<file path="src/rtl/acpg_pkg.sv">
package acpg_pkg;

  // TAP controller state codes as delivered on tap_state
  typedef enum logic [3:0] {
    TS_EXIT2_DR = 4'd0,
    TS_EXIT1_DR = 4'd1,
    TS_SHIFT_DR = 4'd2,
    TS_PAUSE_DR = 4'd3,
    TS_SEL_IR   = 4'd4,
    TS_UPD_DR   = 4'd5,
    TS_CAP_DR   = 4'd6,
    TS_SEL_DR   = 4'd7,
    TS_EXIT2_IR = 4'd8,
    TS_EXIT1_IR = 4'd9,
    TS_SHIFT_IR = 4'd10,
    TS_PAUSE_IR = 4'd11,
    TS_IDLE     = 4'd12,
    TS_UPD_IR   = 4'd13,
    TS_CAP_IR   = 4'd14,
    TS_RESET    = 4'd15
  } tap_state_e;

  localparam int TAP_W = 4;

  // Drive source picked by the priority decode
  typedef enum logic [2:0] {
    SEL_MISSION = 3'd0,
    SEL_STATIC  = 3'd1,
    SEL_PULSE   = 3'd2,
    SEL_TRAIN   = 3'd3,
    SEL_OFF     = 3'd4
  } drv_sel_e;

endpackage

</file>
<file path="src/rtl/acpg_mode_dec.sv">
module acpg_mode_dec
  import acpg_pkg::*;
(
  input  logic     clk,
  input  logic     rst,
  input  logic     mode_extest,
  input  logic     mode_pulse,
  input  logic     mode_train,
  input  logic     mode_highz,
  output drv_sel_e sel,
  output logic     mode_chg
);

  localparam int MODE_N = 4;

  logic [MODE_N-1:0] mode_vec;
  logic [MODE_N-1:0] mode_q;

  assign mode_vec = {mode_highz, mode_train, mode_pulse, mode_extest};

  // Priority: off > train > pulse > static > mission
  always_comb begin
    if (mode_highz)       sel = SEL_OFF;
    else if (mode_train)  sel = SEL_TRAIN;
    else if (mode_pulse)  sel = SEL_PULSE;
    else if (mode_extest) sel = SEL_STATIC;
    else                  sel = SEL_MISSION;
  end

  // Remember the mode set so that an instruction change can be seen
  always_ff @(posedge clk) begin
    if (rst) mode_q <= '0;
    else     mode_q <= mode_vec;
  end

  assign mode_chg = (mode_vec != mode_q);

endmodule

</file>
<file path="src/rtl/acpg_phase_seq.sv">
module acpg_phase_seq
  import acpg_pkg::*;
(
  input  logic             clk,
  input  logic             rst,
  input  logic             tck_fall,
  input  logic [TAP_W-1:0] tap_state,
  input  drv_sel_e         sel,
  input  logic             mode_chg,
  output logic             inv_nxt
);

  logic       inv_q;
  logic       idle_q;   // last strobe landed in Run-Test/Idle
  logic       idle_nxt;
  logic       ac_mode;
  tap_state_e ts;

  assign ts      = tap_state_e'(tap_state);
  assign ac_mode = (sel == SEL_PULSE) || (sel == SEL_TRAIN);

  always_comb begin
    inv_nxt  = inv_q;
    idle_nxt = idle_q;
    if (tck_fall) idle_nxt = (ts == TS_IDLE);
    if ((ts == TS_RESET) || mode_chg) idle_nxt = 1'b0;

    if ((ts == TS_RESET) || mode_chg || !ac_mode) begin
      inv_nxt = 1'b0;
    end else if (tck_fall) begin
      if (ts == TS_IDLE) begin
        if (!idle_q)                inv_nxt = 1'b1;
        else if (sel == SEL_TRAIN)  inv_nxt = ~inv_q;
      end else begin
        inv_nxt = 1'b0;
      end
    end
  end

  always_ff @(posedge clk) begin
    if (rst) begin
      inv_q  <= 1'b0;
      idle_q <= 1'b0;
    end else begin
      inv_q  <= inv_nxt;
      idle_q <= idle_nxt;
    end
  end

endmodule

</file>
<file path="src/rtl/acpg_lane_drv.sv">
module acpg_lane_drv
  import acpg_pkg::*;
(
  input  logic     clk,
  input  logic     rst,
  input  drv_sel_e sel,
  input  logic     inv,
  input  logic     upd_d,
  input  logic     upd_en,
  input  logic     mis_d,
  input  logic     mis_en,
  output logic     p_out,
  output logic     n_out,
  output logic     en_out
);

  logic p_nxt;
  logic en_nxt;

  always_comb begin
    unique case (sel)
      SEL_OFF:               begin p_nxt = 1'b0;        en_nxt = 1'b0;   end
      SEL_TRAIN, SEL_PULSE:  begin p_nxt = upd_d ^ inv; en_nxt = upd_en; end
      SEL_STATIC:            begin p_nxt = upd_d;       en_nxt = upd_en; end
      default:               begin p_nxt = mis_d;       en_nxt = mis_en; end
    endcase
  end

  // The two legs are separate registers loaded with opposite values
  always_ff @(posedge clk) begin
    if (rst) begin
      p_out  <= 1'b0;
      n_out  <= 1'b1;
      en_out <= 1'b0;
    end else begin
      p_out  <= p_nxt;
      n_out  <= ~p_nxt;
      en_out <= en_nxt;
    end
  end

endmodule

</file>
<file path="src/rtl/ac_pulse_gen.sv">
module ac_pulse_gen
  import acpg_pkg::*;
#(
  parameter int NLANE = 2
) (
  input  logic             clk,
  input  logic             rst,
  input  logic             tck_fall,
  input  logic [TAP_W-1:0] tap_state,
  input  logic             mode_extest,
  input  logic             mode_pulse,
  input  logic             mode_train,
  input  logic             mode_highz,
  input  logic [NLANE-1:0] upd_data,
  input  logic [NLANE-1:0] upd_oe,
  input  logic [NLANE-1:0] mission_data,
  input  logic [NLANE-1:0] mission_oe,
  output logic [NLANE-1:0] tx_p,
  output logic [NLANE-1:0] tx_n,
  output logic [NLANE-1:0] tx_oe
);

  drv_sel_e sel;
  logic     mode_chg;
  logic     inv_nxt;

  acpg_mode_dec u_dec (
    .clk         (clk),
    .rst         (rst),
    .mode_extest (mode_extest),
    .mode_pulse  (mode_pulse),
    .mode_train  (mode_train),
    .mode_highz  (mode_highz),
    .sel         (sel),
    .mode_chg    (mode_chg)
  );

  acpg_phase_seq u_seq (
    .clk       (clk),
    .rst       (rst),
    .tck_fall  (tck_fall),
    .tap_state (tap_state),
    .sel       (sel),
    .mode_chg  (mode_chg),
    .inv_nxt   (inv_nxt)
  );

  for (genvar g = 0; g < NLANE; g++) begin : g_lane
    acpg_lane_drv u_drv (
      .clk    (clk),
      .rst    (rst),
      .sel    (sel),
      .inv    (inv_nxt),
      .upd_d  (upd_data[g]),
      .upd_en (upd_oe[g]),
      .mis_d  (mission_data[g]),
      .mis_en (mission_oe[g]),
      .p_out  (tx_p[g]),
      .n_out  (tx_n[g]),
      .en_out (tx_oe[g])
    );
  end

endmodule

</file>
<file path="config.mk">
export PLATFORM = sky130hd
export DESIGN_NAME = ac_pulse_gen
export DESIGN_NICKNAME = d
export VERILOG_FILES = /design/src/rtl/acpg_pkg.sv /design/src/rtl/acpg_mode_dec.sv /design/src/rtl/acpg_phase_seq.sv /design/src/rtl/acpg_lane_drv.sv /design/src/rtl/ac_pulse_gen.sv
export SDC_FILE = /design/constraint.sdc
export NUM_CORES = 1
export LEC_CHECK = 0
export ABC_AREA = 0
export CORE_AREA = 4 4 41 43
export DETAILED_ROUTE_END_ITERATION = 16
export DIE_AREA = 0 0 45 47
export DONT_BUFFER_PORTS = 1
export PLACE_DENSITY = 0.66
export SLEW_MARGIN = 20
export SYNTH_ARGS = -nofsm -noshare
export SYNTH_HDL_FRONTEND = slang
export SYNTH_SLANG_ARGS = --single-unit
</file>
<file path="constraint.sdc">
create_clock -name clk -period 1.7 [get_ports clk]
set_input_delay 0.085 -clock clk [delete_from_list [all_inputs] [get_ports clk]]
set_output_delay 0.085 -clock clk [all_outputs]
set_load 0.02 [all_outputs]
</file>
==> results.ini, run 1 <==
[power]
power.share.sequential_pct = 51.8
p_leak_nw = 0.250
powerDensity_nw_per_um2 = 901
p_total_mw = 0.589
ir_worst_vdd_mv = 0.481
p_sw_mw = 0.134
clockPowerShare_pct = 37.5
netSwitchingFraction_pct = 22.7
p_comb_share_pct = 10.7
internal_power_mw = 0.455

[global_route]
antenna_found_initial = 0
grt_pass1_vias = 384
overflow = 0
grt_pass1_wl_um = 1650
grt.total_usage_pct = 11.6
grt_max_degree = 9

[run_status]
outcome = completed

[synthesis]
synth-adder-area-share_pct = 0
synthSimpleGateAreaFrac_pct = 24.7
yosysSeqAreaShare_pct = 40.5
synth-xor-area-share_pct = 5.91
synthesis.area_um2 = 593
synth_mux_area_share_pct = 5.06
synth-compound-area-share_pct = 14.3
synth_cell_types = 25
ys_warn_count = 0
syn_nets = 78
synth_top_family_by_area = simple AND/OR/NAND/NOR gates
synth_seq_cells = 12
syn_area_per_cell_um2 = 10.1
syn_inst = 59

[setup_path]
required_ns = 1.87
worstPathCellList = xnor2_1 > nand3_2 > nor3_4 > a211oi_1 > o21a_1
crit_path_max_fanout = 5
crit_buf_inv = 0
cp_top_family = simple AND/OR/NAND/NOR gates
slowest_stage = dfxtp_1
end_kind = flip-flop
start_kind = flip-flop
max_stage_delay_ns = 0.31
critPathKind = flip-flop to flip-flop
arrival_ns = 1.53

[timing]
setup_violations = 0
drv_slew = 0
worst_slew_pin_slew_ns = 0.482
clock.fmax_mhz = 737
rsz0062_at_grt = no
slew_headroom_pct = 67.7
fin_skew_ns = 0.00171
fin_hold_ws_ns = 0.0173
min_period_ns = 1.36
hold_viol = 0
finalSetupTns_ns = 0
finalCritPeriodShare_pct = 79.8

[clock_tree]
cts-resized-gates = 0
hold_buffers = 5
cts_root_buf = clkbuf_4
clock_latency_ns = 0.27
cts.clk_slew.worst_paths_ns = 0.07
cts_buffers = 3
htreeDepth = 1
post_cts_buffers = 0
cts_tree = yes
cts_sinks = 12
cts_buffer_depth = 2

[detailed_routing]
routedWlPerCell_um = 13.5
num_vias = 404
drc = 0
first_pass_iters = 4
wl_um = 1040
antenna_left = 0
drt_iter0_markers = 5
via_per_inst = 5.25

[floorplanning]
start_util_pct = 45.6
dieArea_um2 = 2120
row_count = 13
core_region_area_um2 = 1300
ios = 25
die_height_um = 47
die_w_um = 45

[cells_and_area]
finish.utilization_pct = 50.2
n_antenna_cell = 0
drive_gt1_share_pct = 19.4
synthToLayoutAreaGrowth_pct = 10.1
finalNetCount = 82
nFillCells = 140
final_common_cell = dfxtp_1
layout_common_cells = dfxtp_1, dlygate4sd3_1, xnor2_1, nor2b_1
ff_latch_area_um2 = 240
multiInputGateArea_um2 = 297

[placed_design]
place_congestion = 0.729
port_buffers = 0

[run]
drv_cap = 0

[worst_hold_path]
hp-class = input pin to flip-flop

[kinds of logic after synthesis]
group / after synthesis
AOI/OAI and AO/OA: 11
xor gates and xnor gates: 4
buffers and inverters: 9
DFF: 12
muxes: 3
and+or+nand+nor: 20
[layout make-up]
cell class / count / area share, %
Sequential cell: 12 / 36.8
Multi-Input combinational cell: 38 / 45.4
Clock buffer: 4 / 5.56
Inverter: 3 / 1.72
Timing Repair Buffer: 5 / 7.66
Tap cell: 15 / 2.87
[state kept, by name, summed over array words and instances (netlist names)]
signal / cells
g_lane.u_drv.en_out: 2
g_lane.u_drv.n_out: 2
g_lane.u_drv.p_out: 2
u_dec.mode_q: 4
u_seq.idle_q: 1
u_seq.inv_q: 1
[synthesized netlist by cell type]
cell	instances	share of area (%)
buf_4	6	7.6
a21oi_1	1	0.84
and2b_1	1	1.3
nor2_1	2	1.3
nand2_1	3	1.9
nor3_1	2	1.7
mux2i_1	3	5.1
and2_1	1	1.1
nor2b_2	1	1.5
a32o_2	1	1.9
nor4_4	1	3.6
o21ai_1	3	2.5
nor3_4	1	2.7
inv_1	3	1.9
dfxtp_1	12	41
a2bb2oi_2	1	2.5
nor2b_1	4	4.2
and3_1	1	1.1
xnor2_1	4	5.9
nand3_2	1	1.7
a211oi_1	2	2.5
nor3_2	1	1.7
a31o_2	1	1.5
o21a_1	2	2.5
nor4_1	1	1.1
[metal layers]
| layer | wire [um] | global-route usage, % | part of all wire (%) |
|---|---|---|---|
| met1 | 449 | 13.2 | 43 |
| met5 | 0 | 0 | 0 |
| met3 | 145 | 8.81 | 14 |
| met2 | 448 | 16.1 | 43 |
| met4 | 0 | 5.26 | 0 |
[power groups by stage]
| stage | logic, mW | clock network, mW | registers (mW) |
|---|---|---|---|
| finish | 0.0631 | 0.221 | 0.305 |
| global route | 0.0697 | 0.243 | 0.306 |
| CTS | 0.0636 | 0.231 | 0.305 |
| detailed placement | 0.0511 | 0 | 0.312 |
| global placement | 0.0508 | 0 | 0.312 |
| floorplan | 0.0622 | 0 | 0.302 |
[metrics by stage]
step                cell area (um2)  setup WS (ns)  instances
floorplan                       593          0.477         59
global placement                567          0.358         68
detailed placement              567          0.367         68
CTS                             653          0.352         77
global route                    653          0.254         77
finish                          653          0.343         77
[worst paths after layout]
path / from / end / slack [ns] / depth (start not counted)
worst max-delay path: u_dec.mode_q[0] / g_lane[1].u_drv.p_out / 0.34 / 5
worst min-delay path: upd_oe[1] / g_lane[1].u_drv.en_out / 0.02 / 2
worst max register to register: u_dec.mode_q[0] / g_lane[1].u_drv.p_out / 0.34 / 5
worst min register to register: u_seq.idle_q / u_seq.idle_q / 0.57 / 2
No activity file was read; power rests on OpenSTA's default activity.
==> run 2: changes to the inputs <==
PLACE_DENSITY = 0.68   (was 0.66)
clock period = 1.2 ns   (was 1.7 ns; I/O delays follow)
==> run 2 against run 1 <==
  * The run now ends with negative setup slack left
  * Register-to-register slack got worse by 0.40 ns
  * Sequential share of layout area down 2.5 points
  * First-iteration DRC count down 20%
  * Maximum frequency grew 7.8%
  * Critical endpoint unchanged
  * Clock skew up 0.0022 ns
  * Critical path depth unchanged
  * Worst setup slack got worse by 0.40 ns
  * Die area did not move
  * Power rose by 46%
  * Final cell count rose by 5.2%
  * Design area up 8.8%
==> results.ini, run 2 (synthesis gave the netlist of run 1 again) <==
[run_status]
outcome = finished, violations left
violations = negative setup slack

[timing]
worst_slew_pin_slew_ns = 0.270  ; -0.212 ns
fin_hold_ws_ns = 0.00535  ; -0.0120 ns
setup_violations = 4  ; +4
drv_slew = 0  ; unchanged
finalCritPeriodShare_pct = 105  ; +25 points
rsz0062_at_grt = yes
hold_viol = 0  ; unchanged
layout_setup_ws_ns = -0.0594  ; -0.402 ns
fin_skew_ns = 0.00392  ; +0.00221 ns
clock.fmax_mhz = 794  ; +7.8%
min_period_ns = 1.26  ; -0.0979 ns
slew_headroom_pct = 81.9  ; +14 points

[detailed_routing]
drc = 0  ; unchanged
drt_iter0_markers = 4  ; -1
antenna_left = 0  ; unchanged
wl_um = 1140  ; +9.3%
num_vias = 425  ; +5.2%
routedWlPerCell_um = 14.1  ; +3.9%
via_per_inst = 5.25  ; about the same
first_pass_iters = 2  ; -2

[cells_and_area]
ff_latch_area_um2 = 244  ; +1.6%
nFillCells = 132  ; -5.7%
final_cells = 81  ; +5.2%
finish.utilization_pct = 54.6  ; +4.4 points
top_register = u_dec.mode_q
final_common_cell = dfxtp_1
drive_gt1_share_pct = 30.3  ; +11 points
layout_common_cells = dfxtp_1, dlygate4sd3_1, nor2b_1
n_antenna_cell = 0  ; unchanged
synthToLayoutAreaGrowth_pct = 19.8
finalNetCount = 86  ; +4.9%
largest_reg_flops = 4  ; unchanged
multiInputGateArea_um2 = 315  ; +6.3%

[global_route]
grt_max_degree = 9  ; unchanged
grt_pass1_wl_um = 1870  ; +13%
grt_pass1_vias = 461  ; +20%
overflow = 0  ; unchanged
antenna_found_initial = 0  ; unchanged
grt.total_usage_pct = 12.8  ; +1.2 points

[setup_path]
worstPathCellList = xnor2_2 > o21ai_2 > nor3_4 > a211oi_1 > o21a_1
r2r.worst_path.cells = 5  ; unchanged
critPathKind = flip-flop to flip-flop
arrival_ns = 1.43  ; -0.10 ns
crit_path_max_fanout = 5  ; unchanged
required_ns = 1.37  ; -0.50 ns
max_stage_delay_ns = 0.33  ; +0.02 ns
end_kind = flip-flop
slowest_stage = dfxtp_2
ff2ff_setup_slack_ns = -0.06  ; -0.40 ns
start_kind = flip-flop

[clock_tree]
cts_sinks = 12  ; unchanged
cts.clk_slew.worst_paths_ns = 0.08  ; about the same
htreeDepth = 1  ; unchanged
cts_buffers = 3  ; unchanged
cts_root_buf = clkbuf_4
cts_buffer_depth = 2  ; unchanged
cts_tree = yes
clock_latency_ns = 0.27  ; about the same

[floorplanning]
ios = 25  ; unchanged
row_count = 13  ; unchanged
core_region_area_um2 = 1300  ; unchanged
start_util_pct = 45.6  ; unchanged
die_height_um = 47  ; unchanged
die_w_um = 45  ; unchanged
dieArea_um2 = 2120  ; unchanged

[worst_hold_path]
holdPathStages = 2  ; unchanged
hp-class = input pin to flip-flop

[placed_design]
place_congestion = 0.711  ; -2.5%
port_buffers = 0  ; unchanged
placed_cells = 69  ; +1.5%

[power]
ir_worst_vdd_mv = 0.775  ; +61%
p_leak_nw = 0.277  ; +11%
powerDensity_nw_per_um2 = 1210  ; +34%
p_total_mw = 0.861  ; +46%

[run]
drv_cap = 0  ; unchanged

## run 2: metrics by stage
stage | area [um2] | TNS [ns] | setup WS (ns)
5_1_grt | 711 | -0.547 | -0.142
3_5_place_dp | 574 | -0.102 | -0.0405
3_3_place_gp | 574 | -0.0628 | -0.0270
4_1_cts | 711 | -0.0361 | -0.0207
6_report | 711 | -0.164 | -0.0594
2_1_floorplan | 593 | 0 | 0.0336
## run 2: path summary, 6_finish.rpt
| check | end | startpoint |
|---|---|---|
| worst max-delay path | g_lane[1].u_drv.p_out | u_dec.mode_q[1] |
| worst min-delay path | g_lane[0].u_drv.en_out | mission_oe[0] |
| worst max register to register | g_lane[1].u_drv.p_out | u_dec.mode_q[1] |
| worst min register to register | u_seq.idle_q | u_seq.idle_q |
## run 2: final cells by class
cell class                      count  share of cell area (%)
Multi-Input combinational cell     38                    44.4
Sequential cell                    12                    34.3
Timing Repair Buffer                9                    12.0
Clock buffer                        4                    5.11
Tap cell                           15                    2.64
Inverter                            3                    1.58
## run 2: worst max-delay path, delay by kind of cell, from the launching register on
| kind | cells | cell delay (ns) |
|---|---|---|
| AOI/OAI and AO/OA | 3 | 0.43 |
| and+or+nand+nor | 1 | 0.24 |
| xor gates and xnor gates | 1 | 0.16 |
| DFF | 1 | 0.33 |
## run 2: what timing repair did
action,CTS,global route
gates resized for setup,6,0
hold buffers,7,0
setup endpoints to repair,4,5
setup buffers,1,0
pin swaps,1,0
hold endpoints to repair,11,0
## run 2: per-layer routing
layer,wire (um),global-route usage (%),vias to the layer above
met3,128,8.81,4
met2,575,22.3,19
li1,-,-,214
met1,412,12.3,188
met5,0,0,-
met4,23,3.51,0
## run 2: where the power goes
group	total, mW	internal [mW]	switching [mW]	leakage, nW
sequential	0.434	0.415	0.0190	0.0998
clock	0.319	0.184	0.135	0.0210
combinational	0.108	0.0592	0.0484	0.157
total	0.861	0.659	0.202	0.277
